File: config.mk
export PLATFORM = sky130hd
export DESIGN_NAME = sync_rx_core
export DESIGN_NICKNAME = d
export VERILOG_FILES = /design/src/rtl/sync_rx_pkg.sv /design/src/rtl/sync_rx_sync.sv /design/src/rtl/sync_rx_mclk.sv /design/src/rtl/sync_rx_core.sv
export SDC_FILE = /design/constraint.sdc
export NUM_CORES = 1
export LEC_CHECK = 0
export BUFFER_PORTS_ARGS = -buffer_cell sky130_fd_sc_hd__buf_4
export CAP_MARGIN = 20
export CORE_MARGIN = 2
export CORE_UTILIZATION = 35
export DETAILED_ROUTE_END_ITERATION = 10
export PLACE_DENSITY = 0.61
export SYNTH_ARGS = -nofsm -noshare
export SYNTH_HDL_FRONTEND = slang
export SYNTH_HIERARCHICAL = 1
export SYNTH_SLANG_ARGS = --single-unit
File: constraint.sdc
create_clock -name clk -period 2.2 [get_ports clk]
set_input_delay 0.44 -clock clk [delete_from_list [all_inputs] [get_ports clk]]
set_output_delay 0.44 -clock clk [all_outputs]
set_load 0.01 [all_outputs]
File: src/rtl/sync_rx_pkg.sv
package sync_rx_pkg;
    localparam int ADDR_W = 2;

    typedef enum logic [ADDR_W-1:0] {
        ADDR_CTRL = 2'd0,
        ADDR_STAT = 2'd1,
        ADDR_DATA = 2'd2
    } reg_addr_e;

    // control register fields
    localparam int CTRL_EN  = 0;
    localparam int CTRL_IRQ = 1;
    localparam int CTRL_MST = 2;

    // status register fields
    localparam int STAT_FULL = 0;
    localparam int STAT_ERR  = 1;

    // bit positions in the synchroniser vector
    localparam int SY_SCLK = 0;
    localparam int SY_SEL  = 1;
    localparam int SY_DIN  = 2;
    localparam int SY_W    = 3;
endpackage

File: src/rtl/sync_rx_sync.sv
module sync_rx_sync #(
    parameter int               W       = 3,
    parameter int               STAGES  = 2,
    parameter logic [W-1:0]     RST_VAL = '0
) (
    input  logic         clk,
    input  logic         rst_n,
    input  logic [W-1:0] async_i,
    output logic [W-1:0] sync_o,
    output logic [W-1:0] rise_o
);
    typedef struct packed {
        logic [STAGES-1:0][W-1:0] chain;
        logic [W-1:0]             prev;
    } sy_t;

    sy_t sy_d, sy_q;

    always_comb begin
        sy_d          = sy_q;
        sy_d.chain[0] = async_i;
        for (int i = 1; i < STAGES; i++) begin
            sy_d.chain[i] = sy_q.chain[i-1];
        end
        sy_d.prev = sy_q.chain[STAGES-1];
    end

    always_ff @(posedge clk or negedge rst_n) begin
        if (!rst_n) begin
            sy_q.chain <= {STAGES{RST_VAL}};
            sy_q.prev  <= RST_VAL;
        end else begin
            sy_q <= sy_d;
        end
    end

    assign sync_o = sy_q.chain[STAGES-1];
    assign rise_o = sy_q.chain[STAGES-1] & ~sy_q.prev;
endmodule

File: src/rtl/sync_rx_mclk.sv
module sync_rx_mclk #(
    parameter int HALF_DIV   = 4,
    parameter int FRAME_BITS = 8
) (
    input  logic clk,
    input  logic rst_n,
    input  logic start_i,
    input  logic abort_i,
    output logic sclk_o,
    output logic sample_o,
    output logic busy_o
);
    localparam int DIV_W    = $clog2(HALF_DIV + 1);
    localparam int TOG_N    = 2 * FRAME_BITS;
    localparam int TOG_W    = $clog2(TOG_N);

    typedef struct packed {
        logic             busy;
        logic             sclk;
        logic [DIV_W-1:0] div;
        logic [TOG_W-1:0] tog;
    } mc_t;

    mc_t  mc_d, mc_q;
    logic tick;

    always_comb begin
        mc_d     = mc_q;
        tick     = mc_q.busy && (mc_q.div == DIV_W'(HALF_DIV - 1));
        sample_o = tick && !mc_q.sclk;
        if (abort_i) begin
            mc_d = '0;
        end else if (!mc_q.busy) begin
            if (start_i) begin
                mc_d.busy = 1'b1;
                mc_d.div  = '0;
                mc_d.tog  = '0;
            end
        end else if (tick) begin
            mc_d.div  = '0;
            mc_d.sclk = !mc_q.sclk;
            mc_d.tog  = mc_q.tog + 1'b1;
            if (mc_q.tog == TOG_W'(TOG_N - 1)) begin
                mc_d.busy = 1'b0;
            end
        end else begin
            mc_d.div = mc_q.div + 1'b1;
        end
    end

    always_ff @(posedge clk or negedge rst_n) begin
        if (!rst_n) mc_q <= '0;
        else        mc_q <= mc_d;
    end

    assign sclk_o = mc_q.sclk;
    assign busy_o = mc_q.busy;

    // the master clock rests low whenever no frame is running
    assert_idle_low_R10: assert property (@(posedge clk) disable iff (!rst_n)
        !mc_q.busy |-> !mc_q.sclk);

    // a start request while idle launches a frame on the next cycle
    assert_start_runs_R10: assert property (@(posedge clk) disable iff (!rst_n)
        (start_i && !abort_i && !mc_q.busy) |=> mc_q.busy);
endmodule

File: src/rtl/sync_rx_core.sv
module sync_rx_core
    import sync_rx_pkg::*;
#(
    parameter int FRAME_BITS  = 8,
    parameter int HALF_DIV    = 4,
    parameter int SYNC_STAGES = 2
) (
    input  logic                  clk,
    input  logic                  rst_n,
    input  logic                  reg_wr,
    input  logic                  reg_rd,
    input  logic [ADDR_W-1:0]     reg_addr,
    input  logic [FRAME_BITS-1:0] reg_wdata,
    output logic [FRAME_BITS-1:0] reg_rdata,
    input  logic                  ext_sclk,
    input  logic                  ext_sel_n,
    input  logic                  ser_din,
    output logic                  mst_sclk,
    output logic                  rx_irq
);
    localparam int CNT_W = $clog2(FRAME_BITS);

    typedef struct packed {
        logic                  en;
        logic                  irq_en;
        logic                  mst;
        logic                  armed;
        logic                  full;
        logic                  err;
        logic                  late;
        logic                  rd_seen;
        logic [CNT_W-1:0]      cnt;
        logic [FRAME_BITS-1:0] shreg;
        logic [FRAME_BITS-1:0] data;
    } rx_t;

    rx_t  rx_d, rx_q;

    logic [SY_W-1:0]       sy_val, sy_rise;
    logic                  m_sample, m_busy, m_start, m_abort;
    logic                  rd_data, shift, last_bit, bit_in;
    logic [FRAME_BITS-1:0] shin;
    logic                  unused_bits;

    sync_rx_sync #(
        .W       (SY_W),
        .STAGES  (SYNC_STAGES),
        .RST_VAL (SY_W'(1) << SY_SEL)
    ) u_sync (
        .clk     (clk),
        .rst_n   (rst_n),
        .async_i ({ser_din, ext_sel_n, ext_sclk}),
        .sync_o  (sy_val),
        .rise_o  (sy_rise)
    );

    sync_rx_mclk #(
        .HALF_DIV   (HALF_DIV),
        .FRAME_BITS (FRAME_BITS)
    ) u_mclk (
        .clk      (clk),
        .rst_n    (rst_n),
        .start_i  (m_start),
        .abort_i  (m_abort),
        .sclk_o   (mst_sclk),
        .sample_o (m_sample),
        .busy_o   (m_busy)
    );

    assign unused_bits = ^{sy_rise[SY_SEL], sy_rise[SY_DIN], reg_wdata};

    always_comb begin
        rx_d     = rx_q;
        rd_data  = reg_rd && (reg_addr == ADDR_DATA);
        last_bit = (rx_q.cnt == CNT_W'(FRAME_BITS - 1));
        shift    = rx_q.en && rx_q.armed &&
                   (rx_q.mst ? m_sample : (!sy_val[SY_SEL] && sy_rise[SY_SCLK]));
        bit_in   = rx_q.mst ? ser_din : sy_val[SY_DIN];
        shin     = {rx_q.shreg[FRAME_BITS-2:0], bit_in};
        m_start  = rd_data && rx_q.en && rx_q.mst && !m_busy;
        m_abort  = !rx_q.en || !rx_q.mst;

        // register port
        if (reg_wr && reg_addr == ADDR_CTRL) begin
            rx_d.en     = reg_wdata[CTRL_EN];
            rx_d.irq_en = reg_wdata[CTRL_IRQ];
            rx_d.mst    = reg_wdata[CTRL_MST];
        end
        if (reg_wr && reg_addr == ADDR_STAT && !reg_wdata[STAT_ERR]) begin
            rx_d.err = 1'b0;
        end
        if (rd_data) begin
            rx_d.full = 1'b0;
            if (rx_q.en)        rx_d.armed   = 1'b1;
            if (rx_q.cnt != '0) rx_d.rd_seen = 1'b1;
        end

        // frame assembly
        if (!rx_q.en) begin
            rx_d.armed   = 1'b0;
            rx_d.cnt     = '0;
            rx_d.late    = 1'b0;
            rx_d.rd_seen = 1'b0;
        end else if (!rx_q.mst && sy_val[SY_SEL]) begin
            rx_d.cnt     = '0;
            rx_d.late    = 1'b0;
            rx_d.rd_seen = 1'b0;
        end else if (shift) begin
            rx_d.shreg = shin;
            if (rx_q.cnt == '0) begin
                rx_d.late    = rx_q.full && !rd_data;
                rx_d.rd_seen = 1'b0;
            end
            if (last_bit) begin
                rx_d.cnt     = '0;
                rx_d.late    = 1'b0;
                rx_d.rd_seen = 1'b0;
                if (!rx_q.late) begin
                    rx_d.data = shin;
                    rx_d.full = 1'b1;
                end else if (rx_q.rd_seen || rd_data) begin
                    rx_d.err = 1'b1;
                end
            end else begin
                rx_d.cnt = rx_q.cnt + 1'b1;
            end
        end

        // read mux
        reg_rdata = '0;
        unique case (reg_addr)
            ADDR_CTRL: begin
                reg_rdata[CTRL_EN]  = rx_q.en;
                reg_rdata[CTRL_IRQ] = rx_q.irq_en;
                reg_rdata[CTRL_MST] = rx_q.mst;
            end
            ADDR_STAT: begin
                reg_rdata[STAT_FULL] = rx_q.full;
                reg_rdata[STAT_ERR]  = rx_q.err;
            end
            ADDR_DATA: reg_rdata = rx_q.data;
            default:   reg_rdata = '0;
        endcase
    end

    always_ff @(posedge clk or negedge rst_n) begin
        if (!rst_n) rx_q <= '0;
        else        rx_q <= rx_d;
    end

    assign rx_irq = rx_q.full && rx_q.irq_en;

    // the full flag only rises on the cycle after a final bit is shifted
    assert_full_on_frame_R3: assert property (@(posedge clk) disable iff (!rst_n)
        $rose(rx_q.full) |-> $past(shift && last_bit));

    // a data read with no frame completing leaves the flag clear
    assert_read_clears_R5: assert property (@(posedge clk) disable iff (!rst_n)
        (rd_data && !(shift && last_bit)) |=> !rx_q.full);

    // the conflict flag rises only at the end of a late frame
    assert_err_source_R6: assert property (@(posedge clk) disable iff (!rst_n)
        $rose(rx_q.err) |-> $past(shift && last_bit && rx_q.late));

    // a late frame never overwrites held data
    assert_late_drops_R7: assert property (@(posedge clk) disable iff (!rst_n)
        (shift && last_bit && rx_q.late) |=> $stable(rx_q.data));

    // while disabled the bit counter is empty and reception disarmed
    assert_disable_clears_R9: assert property (@(posedge clk) disable iff (!rst_n)
        !rx_q.en |=> (rx_q.cnt == '0 && !rx_q.armed));
endmodule

# Word-level counts from Yosys, hierarchy flattened
# Index checks and enable logic that the tools add are counted.
[word_totals] regBits=43 inputBits=17 wordCells=103
[op_classes] add_sub_neg=3 n_eq_ne=9 n_mux=34 bitwise=4 n_reduce_logical=35
[ops] operator="23-bit two-way mux" n=1
[ops] operator="8-bit two-way mux" n=2
[ops] operator="1-bit logical AND" n=15
[ops] operator="5-bit two-way mux" n=3
[ops] operator="1-bit two-way mux" n=14
[ops] operator="7-bit two-way mux" n=2
[ops] operator="2-bit two-way mux" n=5
[ops] operator="9-bit two-way mux" n=1
[ops] operator="4-bit two-way mux" n=2
[ops] operator="1-bit logical NOT" n=7
[ops] operator="3-bit by 1-bit adder with 3-bit output, second input constant" n=2
[ops] operator="3-bit two-way mux" n=2
[ops] operator="2-bit case mux with 3 select lines" n=1
[ops] operator="2-bit AND reduction" n=3
[ops] operator="3-bit nonzero test" n=2
[ops] operator="5-bit AND reduction" n=1
[ops] operator="4-bit by 1-bit adder with 4-bit output, second input constant" n=1
[ops] operator="4-bit equality test, second input constant" n=1
[ops] operator="4-bit by 1-bit inequality test with 1-bit output, second input constant" n=1
[ops] operator="2-bit nonzero test" n=2
[ops] operator="3-bit by 2-bit equality test with 1-bit output, second input constant" n=1
[ops] operator="3-bit equality test, second input constant" n=1
[ops] operator="3-bit logical NOT" n=1
[ops] operator="3-bit by 1-bit inequality test with 1-bit output, second input constant" n=1
[ops] operator="other kinds (10)" n=13

# Longest topological paths before layout
[depth] depth_word=10 mapped_depth=9 ltp_nobuf=7

# Hierarchy
# Netlist, hierarchy kept.
[modules_own_cells] mod="sync_rx_core" instances=1 cells_per_inst=106 area_each_um2=1242.4 seq_area_each_um2=650.6
[modules_own_cells] mod="sync_rx_mclk" instances=1 cells_per_inst=48 area_each_um2=473.0 seq_area_each_um2=225.2
[modules_own_cells] mod="sync_rx_sync" instances=1 cells_per_inst=15 area_each_um2=292.8 seq_area_each_um2=229.0

# Least setup slack after synthesis
# OpenSTA, ideal clock, no wires.
[synth_timing] path_type="reg2reg" from="reg u_mclk/mc_q[4] in the netlist's numbering" to="reg rx_q[13] in the netlist's numbering" setup_time_ns=0.125 arrival_time_ns=1.642 required_time_ns=2.075 slack_ns=0.433 path_stages_with_launch=9 n_path_buf=2 path_cell_list="dfrtp_1 > ha_1 > nand3b_1 > buf_2 > nor2_1 > nand2_1 > a21oi_4 > buf_6 > mux2_2"
[synth_between] elab_chain_cells=6
[synth_lines] item="from (decl)" line="sync_rx_mclk.sv:24" source="mc_t mc_d, mc_q;"
[synth_lines] item="from (signal assigned)" line="sync_rx_mclk.sv:53" source="else mc_q <= mc_d;"
[synth_lines] item="3-bit by 2-bit equality test with 1-bit output" line="sync_rx_mclk.sv:29" source="tick = mc_q.busy && (mc_q.div == DIV_W'(HALF_DIV - 1));"
[synth_lines] item="1-bit logical AND" line="sync_rx_mclk.sv:29"
[synth_lines] item="1-bit logical AND" line="sync_rx_mclk.sv:30" source="sample_o = tick && !mc_q.sclk;"
[synth_lines] item="via m_sample" line="sync_rx_core.sv:40" source="logic m_sample, m_busy, m_start, m_abort;"
[synth_lines] item="1-bit two-way mux" line="sync_rx_core.sv:77" source="(rx_q.mst ? m_sample : (!sy_val[SY_SEL] && sy_rise[SY_SCLK]));"
[synth_lines] item="1-bit logical AND" line="sync_rx_core.sv:76" source="shift = rx_q.en && rx_q.armed &&"
[synth_lines] item="3-bit AND reduction (no line)"
[synth_lines] item="to (signal assigned)" line="sync_rx_core.sv:148" source="else rx_q <= rx_d;"
[synth_lines] item="to (decl)" line="sync_rx_core.sv:37" source="rx_t rx_d, rx_q;"
# The timed path passes the listed nets, and every way through them passes these cells.
# A chain may end at the register's enable or synchronous reset.

# Worst setup path in the final report
[layout_timing] from="reg u_sync/sy_q[0] in the netlist's numbering" to="reg rx_q[14] in the netlist's numbering"
[layout_between] elab_chain_cells=6
[layout_lines] item="from (decl)" line="sync_rx_sync.sv:17" source="sy_t sy_d, sy_q;"
[layout_lines] item="from (signal assigned)" line="sync_rx_sync.sv:33" source="sy_q <= sy_d;"
[layout_lines] item="1-bit inverter" line="sync_rx_sync.sv:38" source="assign rise_o = sy_q.chain[STAGES-1] & ~sy_q.prev;"
[layout_lines] item="1-bit bitwise AND" line="sync_rx_sync.sv:38"
[layout_lines] item="via sy_rise[0]" line="sync_rx_core.sv:39" source="logic [SY_W-1:0] sy_val, sy_rise;"
[layout_lines] item="1-bit logical AND" line="sync_rx_core.sv:77"
[layout_lines] item="1-bit two-way mux" line="sync_rx_core.sv:77"
[layout_lines] item="1-bit logical AND" line="sync_rx_core.sv:76"
[layout_lines] item="3-bit AND reduction (no line)"
# The timed path passes the listed nets, and every way through them passes these cells.

==> impl_metrics.ini <==
[run_status]
outcome = completed

[run]
max_cap_viol_count = 0

[clocking]
cts_resized = 0
cts_buffer_depth = 2
clk_pin_slew_ns = 0.08
root_buffer = clkbuf_8
h-tree-depth = 2
cts_tree = done
clock-sinks = 42
cts_made_buffers = 5
post_cts_buffers = 0
clk_latency_ns = 0.30
holdBufCountCts = 0

[floorplanning]
initial_core_util = 0.369
die_area_sq_um = 6100
rows = 26
fp.dieH_microns = 78.1
die_w_microns = 78.1
core_area_sq_um = 5200
num_io_pins = 27

[synthesis]
syn_area_sq_um = 1920
syn_area_per_cell_sq_um = 11.7
yosysWarnings = 6
synthesis.nets = 186
synthCells = 164

[critical_path]
crit_fanout = 10
worstPathArrival_ns = 2.04
r2r_end = rx_q[14]
worstPathRequired_ns = 2.39
setup.worst_path.end_class = register
r2r_setup_slack_ns = 0.35
rr_startpoint = u_sync/sy_q[0]
critPathKind = reg2reg
r2r_cells = 5
critPathLaunchType = register

[cells_and_area]
n_antenna_cell = 0
n_fill_cell = 515
nets = 212
drive_gt1_frac = 0.298
syn2layout_area_growth_pct = 17.2
postLayoutCoreUtil = 0.433
instances_no_fill = 261

[power_and_ir_drop]
power.total_w = 0.00144
max-vdd-ir-drop_v = 0.000350
power_leakage_nw = 1.06
p_per_area_nw_per_um2 = 638

[grt]
antenna_found_initial = 0
grt_pass1_vias = 1192
grt_pass1_wl_mm = 5.94
gr-usage-all-layers = 0.126
grt.overflow.total = 0
grt_max_degree = 43

[placed_design]
place.detailed.hpwl_mm = 2.43
placed_cells = 253
gp_congestion = 0.715
portBuffers = 21

[sta]
timing.fmax_mhz = 541
tns_ns = 0
final-setup-viol-count = 0
slew-limit-headroom = 0.645
rsz0062_at_grt = no
hold_viol_final = 0
fin_crit_sh = 0.841
tightest_slew_ns = 0.532
clock_skew_ns = 0.0111
final_max_slew_viol_count = 0
min_period_ns = 1.85

[detailed_routing]
viasPerCell = 4.80
wl_per_cell_microns = 13.4
final_antenna_net_count = 0
wirelength_mm = 3.50
vias = 1254
drt_iter0_markers = 58
drc_errors = 0
firstDrtPassIters = 4

[min_path]
min_path_type = in2async
==> final cells by class <==
class / instances / area (sq um) / share of cell area
clock inverter: 1 / 5.00 / 0.00222
inverter: 9 / 33.8 / 0.0150
sequential: 42 / 1050 / 0.468
timing repair buffer: 26 / 195 / 0.0867
clock buffer: 7 / 86.3 / 0.0383
tap: 70 / 87.6 / 0.0389
multi-input combinational: 106 / 791 / 0.351
==> metrics by stage <==
stage                     worst slack (ns)  area, sq um  hold WS (ns)
after floorplan                      0.433         1920         0.144
after global placement               0.351         2160         0.332
after detailed placement             0.343         2160         0.335
after CTS                            0.349         2250         0.132
after global routing                 0.208         2250         0.153
final                                0.350         2250         0.123
==> worst max path at each step <==
stage                    from       end  cells after the start  slack, ns
3_3_place_gp   u_sync/sy_q[0]  rx_q[14]                      5       0.35
2_1_floorplan  u_mclk/mc_q[4]  rx_q[13]                      8       0.43
3_5_place_dp   u_sync/sy_q[0]  rx_q[13]                      5       0.34
4_1_cts        u_sync/sy_q[0]  rx_q[13]                      5       0.35
5_1_grt        u_mclk/mc_q[4]   rx_q[2]                      7       0.21
6_report       u_sync/sy_q[0]  rx_q[14]                      5       0.35
==> layout by cell type (no fill, tap or decap), drive strengths merged <==
cell,count
a211oi,2
a21bo,1
a21boi,1
a21oi,6
a311oi,1
a31oi,1
a32oi,1
and2,7
and4b,1
buf,26
clkbuf,7
clkinv,1
dfrtp,40
dfstp,2
ha,5
inv,9
mux2,18
mux2i,4
nand2,18
nand2b,4
nand3,4
nand3b,3
nor2,8
nor2b,2
nor3,1
o2111ai,2
o211ai,1
o21a,1
o21ai,5
o22ai,2
o311ai,1
o32ai,1
or3b,1
or4,2
xor2,2
==> critical path, cell delays in order, from the launching register on <==
cell and delay, ns:
dfrtp_1 0.39, nor2b_4 0.10, or3b_4 0.39, a21oi_4 0.31
buf_4 0.23, mux2_2 0.33
==> flip-flops by register name (all words and copies together), names as in the netlist <==
signal         flops
rx_q              26
u_sync/sy_q        1
u_sync/sync_o      3
u_sync/sy_d        3
u_mclk/sclk_o      1
u_mclk/mc_q        7
u_mclk/busy_o      1
==> where the power goes <==
group / internal (W) / total, W / switching (W) / leakage, nW
Sequential: 0.000795 / 0.000812 / 0.0000171 / 0.562
Combinational: 0.0000549 / 0.000121 / 0.0000663 / 0.449
Clock: 0.000253 / 0.000503 / 0.000250 / 0.0482
==> layer usage <==
metal  up-vias  part of all wire  track usage
met5         -                 0            0
met4         0             0.019       0.0526
met3         6             0.045       0.0391
met2        25              0.43        0.178
met1       603              0.50        0.179
li1        620                 -            -
Note: power is estimated with default switching activity, not from simulation.
